--- src/rtl/fcls_pkg.sv ---
package fcls_pkg;
  localparam int ADDR_W = 32;
  localparam int PORT_W = 16;
  localparam int BYTE_W = 8;

  typedef struct packed {
    logic [ADDR_W-1:0] src_addr;
    logic [ADDR_W-1:0] dst_addr;
    logic [PORT_W-1:0] src_port;
    logic [PORT_W-1:0] dst_port;
    logic [BYTE_W-1:0] svc;
    logic [BYTE_W-1:0] proto;
  } tuple_t;

  localparam int TUPLE_W = $bits(tuple_t);

  // inclusive span test, fields are zero-extended to 32 bits by the caller
  function automatic logic in_span(logic [31:0] v, logic [31:0] lo, logic [31:0] hi);
    return (v >= lo) && (v <= hi);
  endfunction

  // true when some field has its low bound above its high bound
  function automatic logic bounds_inverted(tuple_t lo, tuple_t hi);
    return (lo.src_addr > hi.src_addr) || (lo.dst_addr > hi.dst_addr) ||
           (lo.src_port > hi.src_port) || (lo.dst_port > hi.dst_port) ||
           (lo.svc > hi.svc) || (lo.proto > hi.proto);
  endfunction
endpackage

--- src/rtl/fcls_rule_store.sv ---
module fcls_rule_store
  import fcls_pkg::*;
#(
  parameter int N_RULES = 8,
  localparam int IDX_W = (N_RULES > 1) ? $clog2(N_RULES) : 1
) (
  input  logic             clk,
  input  logic             rst_n,
  input  logic             we,
  input  logic [IDX_W-1:0] widx,
  input  logic             wen,
  input  tuple_t           wlo,
  input  tuple_t           whi,
  output logic             en_o [N_RULES],
  output tuple_t           lo_o [N_RULES],
  output tuple_t           hi_o [N_RULES]
);
  for (genvar r = 0; r < N_RULES; r++) begin : g_slot
    logic   en_q;
    tuple_t lo_q, hi_q;
    wire    sel = we && (widx == IDX_W'(r));
    always_ff @(posedge clk or negedge rst_n) begin
      if (!rst_n) begin
        en_q <= 1'b0;
        lo_q <= '0;
        hi_q <= '0;
      end else if (sel) begin
        en_q <= wen;
        lo_q <= wlo;
        hi_q <= whi;
      end
    end
    assign en_o[r] = en_q;
    assign lo_o[r] = lo_q;
    assign hi_o[r] = hi_q;
  end
endmodule

--- src/rtl/fcls_rule_match.sv ---
module fcls_rule_match
  import fcls_pkg::*;
(
  input  tuple_t pkt,
  input  logic   en,
  input  tuple_t lo,
  input  tuple_t hi,
  output logic   hit
);
  logic [5:0] f_ok;
  always_comb begin
    f_ok[0] = in_span(pkt.src_addr, lo.src_addr, hi.src_addr);
    f_ok[1] = in_span(pkt.dst_addr, lo.dst_addr, hi.dst_addr);
    f_ok[2] = in_span(32'(pkt.src_port), 32'(lo.src_port), 32'(hi.src_port));
    f_ok[3] = in_span(32'(pkt.dst_port), 32'(lo.dst_port), 32'(hi.dst_port));
    f_ok[4] = in_span(32'(pkt.svc), 32'(lo.svc), 32'(hi.svc));
    f_ok[5] = in_span(32'(pkt.proto), 32'(lo.proto), 32'(hi.proto));
  end
  assign hit = en && (&f_ok);
endmodule

--- src/rtl/fcls_first_hit.sv ---
module fcls_first_hit #(
  parameter int N_RULES = 8,
  localparam int IDX_W = (N_RULES > 1) ? $clog2(N_RULES) : 1
) (
  input  logic               clk,
  input  logic               rst_n,
  input  logic [N_RULES-1:0] hits,
  output logic               any,
  output logic [IDX_W-1:0]   idx
);
  always_comb begin
    idx = '0;
    for (int i = N_RULES - 1; i >= 0; i--) begin
      if (hits[i]) idx = IDX_W'(i);
    end
  end
  assign any = |hits;

  // bits strictly below the picked index, used by the priority check
  logic [N_RULES-1:0] below_mask;
  assign below_mask = (N_RULES'(1) << idx) - N_RULES'(1);

  // picked rule is a hit and no lower-indexed rule hit
  a_r5_lowest_wins: assert property (@(posedge clk) disable iff (!rst_n)
    any |-> (hits[idx] && ((hits & below_mask) == '0)));
endmodule

--- src/rtl/flow_range_classifier.sv ---
module flow_range_classifier
  import fcls_pkg::*;
#(
  parameter int N_RULES = 8,
  localparam int IDX_W = (N_RULES > 1) ? $clog2(N_RULES) : 1
) (
  input  logic               clk,
  input  logic               rst_n,
  input  logic               cfg_we,
  input  logic [IDX_W-1:0]   cfg_idx,
  input  logic               cfg_en,
  input  logic [TUPLE_W-1:0] cfg_lo,
  input  logic [TUPLE_W-1:0] cfg_hi,
  input  logic               in_valid,
  output logic               in_ready,
  input  logic [TUPLE_W-1:0] in_hdr,
  output logic               out_valid,
  output logic               out_match,
  output logic [IDX_W-1:0]   out_flow
);
  logic   r_en [N_RULES];
  tuple_t r_lo [N_RULES];
  tuple_t r_hi [N_RULES];

  fcls_rule_store #(.N_RULES(N_RULES)) u_store (
    .clk(clk), .rst_n(rst_n), .we(cfg_we), .widx(cfg_idx), .wen(cfg_en),
    .wlo(tuple_t'(cfg_lo)), .whi(tuple_t'(cfg_hi)),
    .en_o(r_en), .lo_o(r_lo), .hi_o(r_hi)
  );

  tuple_t pkt;
  assign pkt = tuple_t'(in_hdr);

  logic [N_RULES-1:0] hits;
  for (genvar r = 0; r < N_RULES; r++) begin : g_rule
    fcls_rule_match u_match (
      .pkt(pkt), .en(r_en[r]), .lo(r_lo[r]), .hi(r_hi[r]), .hit(hits[r])
    );
    // inverted bounds never produce a hit
    a_r7_inverted_no_hit: assert property (@(posedge clk) disable iff (!rst_n)
      bounds_inverted(r_lo[r], r_hi[r]) |-> !hits[r]);
  end

  logic             any_hit;
  logic [IDX_W-1:0] win_idx;
  fcls_first_hit #(.N_RULES(N_RULES)) u_pick (
    .clk(clk), .rst_n(rst_n), .hits(hits), .any(any_hit), .idx(win_idx)
  );

  // handshake: rule writes take the cycle, headers wait
  assign in_ready = rst_n && !cfg_we;
  wire accept = in_valid && in_ready;

  always_ff @(posedge clk or negedge rst_n) begin
    if (!rst_n) begin
      out_valid <= 1'b0;
      out_match <= 1'b0;
      out_flow  <= '0;
    end else begin
      out_valid <= accept;
      if (accept) begin
        out_match <= any_hit;
        out_flow  <= any_hit ? win_idx : '0;
      end
    end
  end

  // one result strobe per accepted header, one cycle later
  a_r4_strobe_follows_accept: assert property (@(posedge clk) disable iff (!rst_n)
    out_valid == $past(accept));
  // a miss reports flow zero
  a_r6_miss_flow_zero: assert property (@(posedge clk) disable iff (!rst_n)
    !out_match |-> (out_flow == '0));
  // no intake while a rule is being written
  a_r8_write_stalls: assert property (@(posedge clk) disable iff (!rst_n)
    cfg_we |-> !in_ready);
  // result holds between acceptances
  a_r9_result_holds: assert property (@(posedge clk) disable iff (!rst_n)
    !accept |=> ($stable(out_match) && $stable(out_flow)));
endmodule

--- config.mk ---
export PLATFORM = sky130hd
export DESIGN_NAME = flow_range_classifier
export DESIGN_NICKNAME = d
export VERILOG_FILES = /design/src/rtl/fcls_pkg.sv /design/src/rtl/fcls_rule_store.sv /design/src/rtl/fcls_rule_match.sv /design/src/rtl/fcls_first_hit.sv /design/src/rtl/flow_range_classifier.sv
export SDC_FILE = /design/constraint.sdc
export NUM_CORES = 2
export LEC_CHECK = 0
export ABC_AREA = 1
export BUFFER_PORTS_ARGS = -buffer_cell sky130_fd_sc_hd__buf_2
export CAP_MARGIN = 20
export CELL_PAD_IN_SITES_DETAIL_PLACEMENT = 1
export CELL_PAD_IN_SITES_GLOBAL_PLACEMENT = 2
export CORE_ASPECT_RATIO = 1.4
export CORE_MARGIN = 3
export CORE_UTILIZATION = 30
export DETAILED_ROUTE_END_ITERATION = 10
export PLACE_DENSITY_LB_ADDON = 0.1
export SLEW_MARGIN = 20
export SYNTH_ARGS = -nofsm -noshare
export SYNTH_HDL_FRONTEND = slang
export SYNTH_SLANG_ARGS = --single-unit
--- constraint.sdc ---
create_clock -name clk -period 3.8 [get_ports clk]
set_clock_uncertainty 0.1 [all_clocks]
set_input_delay 0 -clock clk [delete_from_list [all_inputs] [get_ports clk]]
set_output_delay 0 -clock clk [all_outputs]
set_load 0.03 [all_outputs]
### Yosys cells after proc, flatten, opt, wreduce, memory -nomap -nowiden

Index checks and enable logic that the tools add are counted.
Widths: inputs -> output; s select.

* bits in registers: 1805
* latch bits: 0
* memory bits (writable): 0
* memory bits (read-only): 0
* input bits: 344
* output and inout bits: 6
* logic and storage cells: 296
* memories: 0

* $add $sub $neg: 0
* $mul: 0
* divide/modulo/power cells: 0
* $lt $le $gt $ge: 96
* eq/ne operators: 7
* shift-type cells: 0
* multiplexer cells: 9
* bitwise operators: 0
* reduce and logical (&&, ||, !) cells: 77

Operators by type and width (count)
* $ge 32x32->1: 16
* $le 32x32->1: 16
* $ge 16x16->1: 16
* $le 16x16->1: 16
* $ge 8x8->1: 16
* $le 8x8->1: 16
* $logic_and 1x1->1: 66
* $reduce_and 6->1: 8
* $mux 3: 9
* $eq 3x3->1 const B: 4
* $reduce_or 8->1: 1
* $eq 3x2->1 const B: 2
* $eq 3x1->1 const B: 1
* $logic_not 3->1: 1
* $logic_not 1->1: 1

### Longest topological paths before layout

* word-level depth: 13
* depth in mapped cells: 25

### Hierarchy

Synthesis repeated with hierarchy kept, for this count alone.

* cell total of the unflattened synthesis: 15555
* area, all modules: 117517.7 um2

By module, submodules not included
* fcls_rule_store: instances 1, cells an instance 7948, area an instance 69990.9 um2, sequential area each 45043.2 um2
* fcls_rule_match at g_rule[0].u_match ...: instances 7, cells an instance 944, area an instance 5898.2 um2, sequential area each 0.0 um2
* fcls_rule_match at g_rule[5].u_match: instances 1, cells an instance 949, area an instance 5909.4 um2, sequential area each 0.0 um2
* flow_range_classifier: instances 1, cells an instance 28, area an instance 231.5 um2, sequential area each 125.1 um2
* fcls_first_hit: instances 1, cells an instance 22, area an instance 98.8 um2, sequential area each 0.0 um2

### Worst setup path after synthesis

No wires, ideal clock.

* path type: register -> register
* start point: register u_store.g_slot[0].lo_q (netlist bit u_store.lo_o[835])
* end point: register out_flow[0]
* setup time: 117 ps
* data arrival time: 1811 ps
* required time: 3583 ps
* path slack: 1772 ps
* cell stages (with the launch flop): 20
* buffers on the path: 0
* cells stage by stage: dfrtp_1 > inv_1 > ha_1 > a21o_1 > o21ai_0 > nand2_1 > nand2_1 > nand2_1 > nand2_1 > nand2_1 > nor2_2 > nor2_1 > nand3_1 > nand2_2 > nor2_1 > nand2_1 > nand2_1 > nor2_1 > nand2_1 > nand2_1

* cells in the longest elaborated chain, start to end: 6

Ends and longest elaborated chain
* start, declared: line fcls_rule_store.sv:20 `tuple_t lo_q, hi_q;`
* start signal, assigned: line fcls_rule_store.sv:29 `lo_q <= wlo;`
* $ge 32x32->1 (*): line fcls_pkg.sv:19 `return (v >= lo) && (v <= hi);`
* $logic_and 1x1->1 (*): line fcls_pkg.sv:19
* $reduce_and 6->1 (*): line fcls_rule_match.sv:19 `assign hit = en && (&f_ok);`
* $logic_and 1x1->1 (*): line fcls_rule_match.sv:19
* $reduce_or 8->1 or $mux 3 (tied branches): line fcls_first_hit.sv:17, fcls_first_hit.sv:14
* $mux 3 (*): line flow_range_classifier.sv:63 `out_flow <= any_hit ? win_idx : '0;`
* end signal, assigned: line flow_range_classifier.sv:63
* end, declared: line flow_range_classifier.sv:19 `output logic [IDX_W-1:0] out_flow`

Every way passes the cells marked *; elsewhere a longest branch is shown, timed or not.
A chain may end at the register's enable or synchronous reset.

### Final worst setup path

* start point: input cfg_idx[0]
* end point: register u_store.g_slot[1].lo_q (netlist bit u_store.lo_o[780])

* cells in the longest elaborated chain, start to end: 2

Ends and longest elaborated chain
* start, declared: line flow_range_classifier.sv:10 `input logic [IDX_W-1:0] cfg_idx,`
* $eq 3x1->1: line fcls_rule_store.sv:21 `wire sel = we && (widx == IDX_W'(r));`
* $logic_and 1x1->1: line fcls_rule_store.sv:21
* end signal, assigned: line fcls_rule_store.sv:29
* end, declared: line fcls_rule_store.sv:20

Every way passes these cells.

==> flow_metrics.py <==
metrics = {
    "place": {
        "place_congestion": 0.806,
        "portBuffers": 349,
        "dp_hpwl_mm": 296,
        "place_area_um2": 119000,
    },
    "power": {
        "total_power_w": 0.0649,
        "p_per_area_nw_per_um2": 482,
        "p_leak_nw": 68.5,
        "vdd_drop_max_v": 0.000396,
    },
    "timing": {
        "hold_viol": 0,
        "min_period_ns": 3.50,
        "fmax_ghz": 0.286,
        "tightest_slew_ns": 1.04,
        "rsz0062_at_grt": "no",
        "finalSetupTns_ns": 0,
        "setup_viol": 0,
        "fin_crit_sh": 0.920,
        "drv_slew": 0,
        "relSlewSlack": 0.305,
    },
    "route": {
        "viasPerCell": 4.73,
        "routed_wl_mm": 404,
        "initialDrtViolationCount": 3975,
        "drc_errors": 0,
        "routedWlPerCell_um": 20.3,
        "dr.pass1.iters": 5,
        "route.vias.total": 94000,
        "drtAntennaViolNets": 0,
    },
    "clock_tree": {
        "cts_setup_buffers": 0,
        "clock_latency_ns": 0.91,
        "cts_buffer_depth": 4,
        "cts_root_buf": "clkbuf_16",
        "cts_tree": "yes",
        "cts_buffers": 218,
        "cts_sinks": 1805,
        "h-tree-depth": 4,
        "clkTransAtPathRegs_ns": 0.06,
    },
    "hold_path": {
        "worstHoldStart": "cfg_hi[46]",
        "hold_class": "primary input to register",
    },
    "worst_setup_path": {
        "crit_required_ns": 4.45,
        "r2r_slack_ns": 0.45,
        "cp_max_fo": 106,
        "r2r-start": "u_store.hi_o[783]",
        "crit_start": "cfg_idx[0]",
        "start_kind": "primary input",
        "crit_type": "primary input to register",
        "worst_setup_path_end_kind": "register",
        "cp.arrival_ns": 4.14,
    },
    "final_layout": {
        "design_area_um2": 135000,
        "multi_input_area_um2": 55100,
        "layout.nets": 17000,
        "seq_area_um2": 45200,
        "drive_above_1_share": 0.0685,
        "fillers": 43500,
        "area_growth_pct": 22.0,
    },
    "floorplanning": {
        "start_util": 0.302,
        "ioPinCount": 350,
        "die_w_um": 519,
        "die_y_um": 724,
        "core_um2": 365000,
        "row_count": 262,
        "die_area_um2": 375000,
    },
    "logic_synthesis": {
        "yosysWarnings": 0,
        "syn_inst": 13600,
        "synth_nets": 15700,
        "yosysSeqAreaShare": 0.409,
        "synth.most_common_cell": "nand2_1",
        "netlist_area_um2": 110000,
        "synth.distinct_cells": 41,
        "ys_ff_latch": 1805,
        "synth_top_flop_cell": "dfrtp_1",
        "async_reset_ff_frac": 1.00,
        "synth_top_area_frac": 0.409,
        "avgSynthCellArea_um2": 8.14,
        "synth_common_cells": "nand2_1, inv_1, o21ai_0",
        "yosys.area.top_type": "dfrtp_1",
        "synth_area_leaders": "dfrtp_1, ha_1, nand2_1",
        "synth-edff-count": 0,
    },
    "run_status": {
        "outcome": "completed",
    },
    "grt": {
        "grt_antenna_before_repair": 22,
        "grt_usage": 0.214,
        "overflow": 0,
        "grt_pass1_wl_mm": 619,
        "grt_pass1_vias": 102000,
        "grt_max_degree": 165,
    },
    "flow_run": {
        "maxCapViolCount": 0,
    },
}
## placed cells by master, fill, tap and decap left out, types with 50 or more instances in the layout
| cell type | netlist | routed |
|---|---|---|
| o21a_1 | 86 | 86 |
| a21oi_1 | 826 | 826 |
| nand4_1 | 146 | 146 |
| o21ai_0 | 2006 | 2005 |
| dfrtp_1 | 1805 | 1805 |
| inv_1 | 2319 | 2319 |
| clkbuf_1 | 361 | 56 |
| buf_2 | 25 | 348 |
| dlygate4sd3_1 | 0 | 802 |
| buf_12 | 0 | 50 |
| buf_4 | 0 | 219 |
| nor2_1 | 494 | 494 |
| nand3_1 | 118 | 117 |
| clkbuf_16 | 0 | 223 |
| clkbuf_8 | 0 | 52 |
| nand2_1 | 3342 | 3336 |
| nor3_1 | 52 | 52 |
| ha_1 | 1792 | 1792 |
## path summary, 6_finish.rpt
path | to | cells after the start
max | u_store.lo_o[780] | 10
min | u_store.hi_o[718] | 4
max reg2reg | out_flow[0] | 17
min reg2reg | u_store.hi_o[514] | 2
max in group asynchronous | u_store.lo_o[557] | 5
min in group asynchronous | u_store.hi_o[433] | 4
## report_power, final
part	leakage, nW	internal, W	switching (W)	total (W)
clock network	3.52	0.0123	0.00910	0.0214
logic	42.3	0.00729	0.0114	0.0187
registers	22.6	0.0229	0.00183	0.0247
total	68.5	0.0425	0.0224	0.0649
## flip-flops by register name, summed over array words and instances, names as in the netlist
signal               cells
u_store.g_slot.en_q      8
out_valid                1
out_flow                 3
u_store.hi_o           896
out_match                1
u_store.lo_o           896
## critical path, cell delays in order
cell           delay (ns)
dlygate4sd3_1        0.53
buf_2                0.17
inv_1                0.13
nor2_1               0.09
dlygate4sd3_1        0.61
nand2_4              0.08
dlygate4sd3_1        0.84
buf_12               0.35
dlygate4sd3_1        1.02
o21ai_0              0.14
## metal layers
metal	routed length, µm	global-route usage	share of wire	up-vias
li1	-	-	-	46300
met1	175000	0.261	0.43	46400
met3	10000	0.0210	0.025	428
met4	10400	0.0508	0.026	10
met5	66	0	0.00016	-
met2	209000	0.401	0.52	881
## stage by stage
stage / instances / setup WS [ns] / hold slack (ns) / util
final: 19900 / 0.304 / 0.0365 / 0.369
after detailed placement: 18700 / 0.0738 / -0.107 / 0.327
after global placement: 18700 / 0.0368 / -0.0920 / 0.327
after CTS: 19900 / 0.0906 / 0.000839 / 0.369
after global routing: 19900 / 0.214 / 0.0460 / 0.369
after floorplan: 13600 / 1.77 / -0.396 / -
## layout make-up
cell class,count,area share
multi-input cells,9044,0.409
flip-flops and latches,1805,0.335
repair buffers,1422,0.0927
inverters,2323,0.0647
clock buffers,331,0.0483
well taps,4884,0.0454
clock inverters,61,0.00426
diodes,5,0.0000929
## cell families (layout without fill, tap and decap cells)
logic type / Yosys count / after routing / share of synthesized area
compound gates: 3024 / 3024 / 0.142
fa+ha+maj: 1792 / 1792 / 0.203
buf+inv: 2715 / 4137 / 0.0926
flops: 1805 / 1805 / 0.409
other cells: 0 / 5 / 0
simple gates: 4228 / 4228 / 0.154
## repair_timing
item / 4_1_cts / 5_1_grt
resized for setup: 0 / 1
hold buffers: 803 / 0
hold endpoints to repair: 3583 / 0
endpoints found under the setup margin: 0 / 1
Note: power is estimated with default switching activity, not from simulation.
